**src/rtl/ssx_pkg.sv**
```systemverilog
package ssx_pkg;

    typedef enum logic [1:0] {
        SEL_TXHOLD = 2'd0,
        SEL_RXHOLD = 2'd1,
        SEL_CTRL   = 2'd2,
        SEL_STAT   = 2'd3
    } reg_sel_e;

    localparam int NFLAG    = 3;
    localparam int F_TXE    = 0;
    localparam int F_RXF    = 1;
    localparam int F_OVR    = 2;
    localparam int CTL_TXEN = 0;
    localparam int CTL_RXEN = 1;

endpackage

```
**src/rtl/ssx_sclk_gen.sv**
```systemverilog
module ssx_sclk_gen #(
    parameter int HALF_DIV = 4,
    parameter int BITS     = 8
) (
    input  logic clk,
    input  logic rst_n,
    input  logic start,
    output logic sck,
    output logic busy,
    output logic rise_evt,
    output logic fall_evt,
    output logic done
);
    localparam int CW    = $clog2(HALF_DIV + 1);
    localparam int HW    = $clog2(2 * BITS);
    localparam int LASTH = 2 * BITS - 1;

    typedef struct packed {
        logic          busy;
        logic          sck;
        logic [CW-1:0] cnt;
        logic [HW-1:0] half;
    } gen_st_t;

    gen_st_t st_d, st_q;

    always_comb begin
        st_d     = st_q;
        rise_evt = 1'b0;
        fall_evt = 1'b0;
        done     = 1'b0;
        if (!st_q.busy) begin
            if (start) begin
                st_d.busy = 1'b1;
                st_d.sck  = 1'b0;
                st_d.cnt  = '0;
                st_d.half = '0;
            end
        end else if (st_q.cnt == CW'(HALF_DIV - 1)) begin
            st_d.cnt = '0;
            if (st_q.half == HW'(LASTH)) begin
                st_d.busy = 1'b0;
                done      = 1'b1;
            end else begin
                st_d.half = st_q.half + HW'(1);
                st_d.sck  = ~st_q.sck;
                rise_evt  = ~st_q.sck;
                fall_evt  = st_q.sck;
            end
        end else begin
            st_d.cnt = st_q.cnt + CW'(1);
        end
    end

    always_ff @(posedge clk or negedge rst_n) begin
        if (!rst_n) begin
            st_q <= '{busy: 1'b0, sck: 1'b1, cnt: '0, half: '0};
        end else begin
            st_q <= st_d;
        end
    end

    assign sck  = st_q.sck;
    assign busy = st_q.busy;

endmodule

```
**src/rtl/ssx_shift.sv**
```systemverilog
module ssx_shift #(
    parameter int BITS = 8
) (
    input  logic            clk,
    input  logic            rst_n,
    input  logic            load,
    input  logic [BITS-1:0] load_data,
    input  logic            fall_evt,
    input  logic            rise_evt,
    input  logic            done,
    input  logic            rxd,
    output logic            txd,
    output logic [BITS-1:0] rx_byte
);
    typedef struct packed {
        logic [BITS-1:0] tx_sh;
        logic [BITS-1:0] rx_sh;
        logic            txd;
    } sh_st_t;

    sh_st_t sh_d, sh_q;

    always_comb begin
        sh_d = sh_q;
        if (load) begin
            sh_d.tx_sh = load_data;
            sh_d.txd   = load_data[0];
        end else if (fall_evt) begin
            sh_d.tx_sh = sh_q.tx_sh >> 1;
            sh_d.txd   = sh_q.tx_sh[1];
        end else if (done) begin
            sh_d.txd = 1'b1;
        end
        if (rise_evt) begin
            sh_d.rx_sh = {rxd, sh_q.rx_sh[BITS-1:1]};
        end
    end

    always_ff @(posedge clk or negedge rst_n) begin
        if (!rst_n) begin
            sh_q <= '{tx_sh: '1, rx_sh: '0, txd: 1'b1};
        end else begin
            sh_q <= sh_d;
        end
    end

    assign txd     = sh_q.txd;
    assign rx_byte = sh_q.rx_sh;

endmodule

```
**src/rtl/ssx_ctl.sv**
```systemverilog
module ssx_ctl
    import ssx_pkg::*;
#(
    parameter int DW = 8
) (
    input  logic             clk,
    input  logic             rst_n,
    input  logic [1:0]       host_addr,
    input  logic             host_wr,
    input  logic             host_rd,
    input  logic [DW-1:0]    host_wdata,
    input  logic             xfer_wr,
    input  logic [DW-1:0]    xfer_wdata,
    input  logic             xfer_rd,
    input  logic             busy,
    input  logic             done,
    input  logic [DW-1:0]    rx_byte,
    output logic             start,
    output logic [DW-1:0]    load_data,
    output logic [DW-1:0]    tdr,
    output logic [DW-1:0]    rdr,
    output logic [1:0]       ctl,
    output logic [NFLAG-1:0] flags,
    output logic             irq_tx,
    output logic             irq_rx
);
    typedef struct packed {
        logic [DW-1:0]    tdr;
        logic [DW-1:0]    rdr;
        logic             tx_en;
        logic             rx_en;
        logic [NFLAG-1:0] flag;
        logic [NFLAG-1:0] arm;
        logic             irq_tx;
        logic             irq_rx;
    } ctl_st_t;

    ctl_st_t  c_d, c_q;
    reg_sel_e sel;

    always_comb begin
        sel    = reg_sel_e'(host_addr);
        c_d    = c_q;
        start  = 1'b0;

        // a status read arms every flag it returns as 1
        if (host_rd && sel == SEL_STAT) begin
            c_d.arm = c_q.arm | c_q.flag;
        end

        if (host_wr) begin
            case (sel)
                SEL_TXHOLD: c_d.tdr = host_wdata;
                SEL_CTRL: begin
                    // joint enable only allowed from the fully idle state
                    if (!(host_wdata[1:0] == 2'b11 && (c_q.tx_en ^ c_q.rx_en))) begin
                        c_d.tx_en = host_wdata[CTL_TXEN];
                        c_d.rx_en = host_wdata[CTL_RXEN];
                    end
                end
                SEL_STAT: begin
                    for (int i = 0; i < NFLAG; i++) begin
                        if (!host_wdata[i] && c_q.arm[i] && c_q.flag[i]) begin
                            c_d.flag[i] = 1'b0;
                            c_d.arm[i]  = 1'b0;
                        end
                    end
                end
                default: ;
            endcase
        end

        if (xfer_rd) begin
            c_d.flag[F_RXF] = 1'b0;
            c_d.arm[F_RXF]  = 1'b0;
        end

        start = !busy && !c_q.flag[F_OVR] &&
                ((c_q.tx_en && !c_q.flag[F_TXE]) || (c_q.rx_en && !c_q.tx_en));
        if (start && c_q.tx_en) begin
            c_d.flag[F_TXE] = 1'b1;
        end

        if (xfer_wr) begin
            c_d.tdr         = xfer_wdata;
            c_d.flag[F_TXE] = 1'b0;
            c_d.arm[F_TXE]  = 1'b0;
        end

        if (done && c_q.rx_en) begin
            if (c_d.flag[F_RXF]) begin
                c_d.flag[F_OVR] = 1'b1;
            end else begin
                c_d.rdr         = rx_byte;
                c_d.flag[F_RXF] = 1'b1;
            end
        end

        c_d.irq_tx = c_d.flag[F_TXE] & ~c_q.flag[F_TXE];
        c_d.irq_rx = c_d.flag[F_RXF] & ~c_q.flag[F_RXF];
    end

    always_ff @(posedge clk or negedge rst_n) begin
        if (!rst_n) begin
            c_q <= '{tdr: '0, rdr: '0, tx_en: 1'b0, rx_en: 1'b0,
                     flag: NFLAG'(1) << F_TXE, arm: '0, irq_tx: 1'b0, irq_rx: 1'b0};
        end else begin
            c_q <= c_d;
        end
    end

    assign load_data = c_q.tx_en ? c_q.tdr : '1;
    assign tdr       = c_q.tdr;
    assign rdr       = c_q.rdr;
    assign ctl       = {c_q.rx_en, c_q.tx_en};
    assign flags     = c_q.flag;
    assign irq_tx    = c_q.irq_tx;
    assign irq_rx    = c_q.irq_rx;

endmodule

```
**src/rtl/sync_serial_xcvr.sv**
```systemverilog
module sync_serial_xcvr
    import ssx_pkg::*;
#(
    parameter int DATA_W   = 8,
    parameter int HALF_DIV = 4
) (
    input  logic              clk,
    input  logic              rst_n,
    input  logic [1:0]        reg_addr,
    input  logic              reg_wr,
    input  logic              reg_rd,
    input  logic [DATA_W-1:0] reg_wdata,
    output logic [DATA_W-1:0] reg_rdata,
    input  logic              xfer_wr,
    input  logic [DATA_W-1:0] xfer_wdata,
    input  logic              xfer_rd,
    output logic [DATA_W-1:0] xfer_rdata,
    output logic              irq_tx,
    output logic              irq_rx,
    output logic              sck,
    output logic              txd,
    input  logic              rxd
);
    logic              start_w, busy_w, rise_w, fall_w, done_w;
    logic [DATA_W-1:0] load_w, rxbyte_w, tdr_w, rdr_w;
    logic [1:0]        ctl_w;
    logic [NFLAG-1:0]  flag_w;

    ssx_ctl #(.DW(DATA_W)) u_ctl (
        .clk        (clk),
        .rst_n      (rst_n),
        .host_addr  (reg_addr),
        .host_wr    (reg_wr),
        .host_rd    (reg_rd),
        .host_wdata (reg_wdata),
        .xfer_wr    (xfer_wr),
        .xfer_wdata (xfer_wdata),
        .xfer_rd    (xfer_rd),
        .busy       (busy_w),
        .done       (done_w),
        .rx_byte    (rxbyte_w),
        .start      (start_w),
        .load_data  (load_w),
        .tdr        (tdr_w),
        .rdr        (rdr_w),
        .ctl        (ctl_w),
        .flags      (flag_w),
        .irq_tx     (irq_tx),
        .irq_rx     (irq_rx)
    );

    ssx_sclk_gen #(.HALF_DIV(HALF_DIV), .BITS(DATA_W)) u_gen (
        .clk      (clk),
        .rst_n    (rst_n),
        .start    (start_w),
        .sck      (sck),
        .busy     (busy_w),
        .rise_evt (rise_w),
        .fall_evt (fall_w),
        .done     (done_w)
    );

    ssx_shift #(.BITS(DATA_W)) u_shift (
        .clk       (clk),
        .rst_n     (rst_n),
        .load      (start_w),
        .load_data (load_w),
        .fall_evt  (fall_w),
        .rise_evt  (rise_w),
        .done      (done_w),
        .rxd       (rxd),
        .txd       (txd),
        .rx_byte   (rxbyte_w)
    );

    always_comb begin
        case (reg_sel_e'(reg_addr))
            SEL_TXHOLD: reg_rdata = tdr_w;
            SEL_RXHOLD: reg_rdata = rdr_w;
            SEL_CTRL:   reg_rdata = DATA_W'(ctl_w);
            default:    reg_rdata = DATA_W'(flag_w);
        endcase
    end

    assign xfer_rdata = rdr_w;

endmodule

```
**config.mk**
```make
export PLATFORM = sky130hd
export DESIGN_NAME = sync_serial_xcvr
export DESIGN_NICKNAME = d
export VERILOG_FILES = /design/src/rtl/ssx_pkg.sv /design/src/rtl/ssx_sclk_gen.sv /design/src/rtl/ssx_shift.sv /design/src/rtl/ssx_ctl.sv /design/src/rtl/sync_serial_xcvr.sv
export SDC_FILE = /design/constraint.sdc
export NUM_CORES = 1
export LEC_CHECK = 0
export BUFFER_PORTS_ARGS = -buffer_cell sky130_fd_sc_hd__buf_2
export CAP_MARGIN = 20
export CORE_ASPECT_RATIO = 0.6
export CORE_MARGIN = 2
export CORE_UTILIZATION = 35
export DETAILED_ROUTE_END_ITERATION = 10
export PLACE_DENSITY_LB_ADDON = 0.15
export SLEW_MARGIN = 20
export SYNTH_ARGS = -nofsm -noshare
export SYNTH_HDL_FRONTEND = slang
export SYNTH_SLANG_ARGS = --single-unit
```
**constraint.sdc**
```tcl
create_clock -name clk -period 2.3 [get_ports clk]
set_clock_uncertainty 0.15 [all_clocks]
set_input_delay 0.46 -clock clk [delete_from_list [all_inputs] [get_ports clk]]
set_output_delay 0.46 -clock clk [all_outputs]
set_load 0.01 [all_outputs]
```
Yosys cells after proc, flatten, opt, wreduce, memory -nomap -nowiden
Cells that the tools add are included.
- memories kept: 0
- latch bits: 0
- bits in read-only memories: 0
- memory bits (writable): 0
- input port bits: 25
- register bits: 52
- multiply operators: 0
- equal/unequal tests: 8
- reductions and logical operators: 32
- add/subtract/negate cells: 2
- div/mod/pow operators: 0
- muxes and demuxes: 43
- shift operators: 0
- order comparisons: 0
- bitwise logic cells: 9
- operators with widths (cell ; number):
    8-bit 2-to-1 mux ; 6
    1-bit 2-to-1 mux ; 26
    8-bit case mux with 3 select lines ; 1
    9-bit 2-to-1 mux ; 2
    1-bit logical AND ; 14
    6-bit 2-to-1 mux ; 2
    4-bit 2-to-1 mux ; 2
    2-bit nonzero test ; 4
    1-bit zero test ; 7
    2-bit equality test (second input constant) ; 3
    3-bit 2-to-1 mux ; 2
    3-bit AND reduction ; 2
    1-bit inverter ; 5
    4-bit by 1-bit adder with 4-bit output (second input constant) ; 1
    4-bit equality test (second input constant) ; 1
    2-bit 2-to-1 mux ; 2
    2-bit inequality test (second input constant) ; 2
    2-bit AND reduction ; 2
    3-bit by 1-bit adder with 3-bit output (second input constant) ; 1
    3-bit by 2-bit equality test with 1-bit output (second input constant) ; 1
    3-bit OR ; 1
    3-bit nonzero test ; 1
    1-bit bitwise AND ; 2
    2-bit by 1-bit equality test with 1-bit output (second input constant) ; 1
    other kinds (3) ; 3

Logic depth before layout (Yosys ltp)
- depth after elaboration: 10
- mapped depth: 6
- mapped depth without buffers: 5

Cells and area by module
From an unflattened synthesis, not the netlist that was laid out.
- cell total of the unflattened synthesis: 278
- area total of the unflattened synthesis: 2879.0 µm²
- modules (own cells, without submodules) (module ; cells each ; seq. area each (µm²) ; area each (µm²) ; times used):
    ssx_ctl ; 159 ; 651.9 ; 1502.7 ; 1
    ssx_shift ; 60 ; 410.4 ; 768.2 ; 1
    ssx_sclk_gen ; 42 ; 226.5 ; 459.2 ; 1
    sync_serial_xcvr ; 17 ; 0.0 ; 148.9 ; 1

Worst setup path before layout
Ideal clock, no wire load.
- path type: reg-to-reg
- from: register u_gen.st_q[4] in the netlist's numbering
- to: register u_ctl.c_q (netlist bit u_ctl.rdr[0])
- clock period less this slack: 1.830 ns
- slack: 0.470 ns
- library setup time: 0.125 ns
- stages on the path, launching flop included: 7
- arrival: 1.555 ns
- cell sequence: dfrtp_1 > ha_1 > nor2b_1 > buf_4 > nand4_2 > a31oi_4 > mux2_2
- longest elaborated chain between the ends: 5
- RTL lines (what ; RTL line ; RTL):
    from (decl) ; ssx_sclk_gen.sv:25 ; gen_st_t st_d, st_q;
    from (signal assigned) ; ssx_sclk_gen.sv:57 ; st_q <= '{busy: 1'b0, sck: 1'b1, cnt: '0, half: '0};
    from (signal assigned) ; ssx_sclk_gen.sv:59 ; st_q <= st_d;
    3-bit by 2-bit equality test with 1-bit output ; ssx_sclk_gen.sv:39 ; end else if (st_q.cnt == CW'(HALF_DIV - 1)) begin
    1-bit 2-to-1 mux ; ssx_sclk_gen.sv:39 ;
    1-bit 2-to-1 mux ; ssx_sclk_gen.sv:32 ; if (!st_q.busy) begin
    1-bit logical AND ; ssx_ctl.sv:90 ; if (done && c_q.rx_en) begin
    2-bit AND reduction (no line) ; n/a ;
    to (signal assigned) ; ssx_ctl.sv:105 ; c_q <= '{tdr: '0, rdr: '0, tx_en: 1'b0, rx_en: 1'b0,
    to (decl) ; ssx_ctl.sv:38 ; ctl_st_t c_d, c_q;
No other way between the ends.
A chain may end at the register's enable or synchronous reset.

Worst setup path after layout
- from: register u_gen.st_q[4] in the netlist's numbering
- to: register u_ctl.c_q (netlist bit u_ctl.rdr[1])
The elaborated chain is that of the path after synthesis.

==> flow_summary_export.csv <==
group,metric,value,unit
run_status,status,"completed",
global_route,grt_overflow,0,
detailed_routing,ant_nets,0,
yosys,synth-seq-cells,51,
place,io_buffer_count,44,
timing,fin_ws,0.197,ns
clocking,cts_tree,"built",
timing,slew_viol_final,0,
critical_path,critPathTopFamily,"simple AND/OR/NAND/NOR gates",
clocking,cts_buffers,5,
power,p_int,1.91,mW
clocking,cts_root_buf,"clkbuf_16",
place,place_ws,0.221,ns
critical_path,worstReg2RegEnd,"u_ctl.rdr[1]",
detailed_routing,drt_iter0_drc,116,
detailed_routing,avgRoutedWirePerCell,15.9,um
finish,drive_gt1_frac,0.351,
clocking,clkTransAtPathRegs,0.07,ns
critical_path,r2r_slack,0.20,ns
critical_path,r2r-start,"u_gen.st_q[4]",
yosys,synth_xor_xnor_area_share,0.00707,
yosys,syn_inst,220,
floorplan,die_w,113,um
power,p_sw,0.873,mW
floorplan,design.portCount,45,
floorplan,floorplan.initialDensity,0.366,
floorplan,fp.dieH,69.2,um
yosys,synth_top_family_by_area,"multiplexers",
critical_path,path_max_fanout,8,
yosys,syn-cell-area,2480,um^2
finish,fin_util,0.429,
yosys,async_reset_ff_frac,1.00,
detailed_routing,drt-total-wl,5560,um
critical_path,crit_type,"flip-flop to flip-flop",
yosys,syn_avg_cell_area,11.3,um^2
detailed_routing,vias,1756,
clocking,cts_setup_buffers,0,
critical_path,cp-end-kind,"flip-flop",
timing,fin_crit,2.10,ns
power,powerDensity,960,nW/um^2
yosys,yosysSeqAreaShare,0.520,
yosys,synth_edf_count,0,
clocking,clockBufferDepth,2,
place,dp.final_hpwl,4130,um
clocking,htree_levels,2,
global_route,grt_first_pass_wirelength,9260,um
power,p_total,2.79,mW
yosys,synthAdderAreaFrac,0.0101,
power,ir_worst_vdd,0.307,mV
critical_path,path_buf_inv,0,
critical_path,cp.arrival,2.14,ns
timing,rsz0062_at_grt,"false",
power,p_leak,1.40,nW
finish,fill_cells,648,
detailed_routing,routed_via_density,5.03,
yosys,synthFlopType,"dfrtp_1",
power,seqPwrFrac,0.483,
floorplan,core,6760,um^2
yosys,synth-simple-area-share,0.133,
critical_path,startpoint_type,"flip-flop",
timing,tns,0,ns
finish,antenna_cells,0,
clocking,post_cts_resized,0,
detailed_routing,drt_pass1_iterations,4,
detailed_routing,drc,0,
timing,max_freq,476,MHz
yosys,yosysWarnings,0,
clocking,cts.sinks,51,
timing,tightest_slew,0.731,ns
finish,syn_to_final_growth,17.1,%
yosys,syn-num-nets,247,
run,max-cap-violations,0,
power,pwr-share-comb,0.249,
power,switching_share,0.313,
global_route,grt_pass1_vias,1729,
timing,setup_viol,0,
yosys,synth-compound-area-share,0.0980,
power,clockPowerShare,0.268,
critical_path,r2r_cells,5,
timing,fin_crit_sh,0.914,
floorplan,die_area,7790,um^2
timing,hold_viol_final,0,
global_route,antenna_found_initial,0,
timing,maxSlewHeadroom,0.511,
clocking,postCtsHoldBufs,0,
place,gp_congestion,0.812,
global_route,track_usage,0.155,
global_route,grt_max_degree,52,
finish,layout.nets,288,
critical_path,crit_slowest_cell,"a31oi_4",
floorplan,rows,23,
critical_path,timing.critical_path.from,"u_gen.st_q[4]",
critical_path,required,2.33,ns
yosys,synth_cell_types,39,
critical_path,max_stage_delay,0.39,ns
worst_hold_path,hold_class,"primary input to async pin",
critical_path,cp_cell_sequence,"ha_1 -> nor2b_1 -> nand4_2 -> a31oi_4 -> mux2_2",
yosys,yosys-mux-area-fraction,0.180,
clocking,clk_latency,0.30,ns
==> layout by cell type (no fill, tap or decap), drive strengths merged, types with 2 or more instances in the layout <==
cell type / count
and3: 3
o21ai: 11
ha: 2
and4b: 2
xor2: 2
nand4: 3
nor3: 2
mux2i: 19
inv: 7
clkinvlp: 2
dfrtp: 41
o22ai: 7
dfstp: 10
nand3b: 4
a21oi: 6
a22o: 2
mux4: 2
nand2: 25
a31oi: 2
nor2: 14
mux2: 18
o22a: 2
nand3: 9
nor2b: 2
a21o: 2
clkbuf: 5
buf: 51
==> power by group through the flow <==
stage	Sequential, mW	Combinational (mW)	Clock, mW
6_report	1.35	0.694	0.746
5_1_grt	1.38	0.791	0.809
4_1_cts	1.35	0.705	0.770
3_5_place_dp	1.36	0.704	0
3_3_place_gp	1.37	0.691	0
2_1_floorplan	1.30	0.537	0
==> Yosys cell counts, types with 6 or more instances <==
library cell | instances | area, um^2
dfrtp_1 | 41 | 1030
nand2_1 | 24 | 90.1
mux2i_1 | 19 | 190
mux2_2 | 18 | 203
nor2_1 | 13 | 48.8
o21ai_0 | 11 | 55.1
dfstp_2 | 10 | 263
buf_4 | 9 | 67.6
nand3_1 | 9 | 45.0
inv_1 | 7 | 26.3
o22ai_1 | 7 | 43.8
a21oi_1 | 6 | 30.0
==> cell type report <==
type                       instances  area, um^2  share of cell area
inverter                           7        26.3             0.00906
clock buffer                       5         125              0.0431
multi-input combinational        145        1060               0.365
tap                               87         109              0.0375
sequential                        51        1290               0.444
clock inverter                     3        20.0             0.00690
timing repair buffer              51         273              0.0940
==> state kept, by name (all words and copies together) (netlist names) <==
register and flops:
u_ctl.c_q 3, u_ctl.ctl 2, u_ctl.flags 3, u_ctl.irq_rx 1, u_ctl.irq_tx 1, u_ctl.rdr 8, u_ctl.tdr 8, u_gen.busy 1
u_gen.sck 1, u_gen.st_q 7, u_shift.rx_byte 8, u_shift.sh_q 7, u_shift.txd 1
==> how the worst max path moves through the flow <==
stage,to,slack [ns],cells after the start
after floorplan,u_ctl.rdr[0],0.47,6
after global placement,u_shift.rx_byte[6],0.20,5
after detailed placement,u_shift.rx_byte[6],0.22,5
after CTS,u_ctl.rdr[2],0.20,5
after global routing,u_ctl.rdr[1],0.08,5
final,u_ctl.rdr[1],0.20,5
==> kinds of logic after synthesis <==
| group | after synthesis |
|---|---|
| buf+inv | 24 |
| fa+ha+maj | 2 |
| flops | 51 |
| xor+xnor | 2 |
| simple gates | 66 |
| mux | 39 |
| compound gates | 36 |
==> stage by stage <==
stage	cells	area, um^2	hold slack, ns
6_report	349	2900	0.122
5_1_grt	349	2900	0.177
4_1_cts	349	2900	0.146
3_5_place_dp	341	2760	0.310
3_3_place_gp	341	2760	0.305
2_1_floorplan	220	2480	0.0144
==> metal layers <==
layer,global-route usage,part of all wire,up-vias,routed length (um)
met2,0.186,0.37,47,2050
met3,0.0472,0.064,9,358
met1,0.250,0.55,833,3060
li1,-,-,867,-
met4,0.0583,0.016,0,91
met5,0,0,-,0
Note: power is estimated with default switching activity, not from simulation.
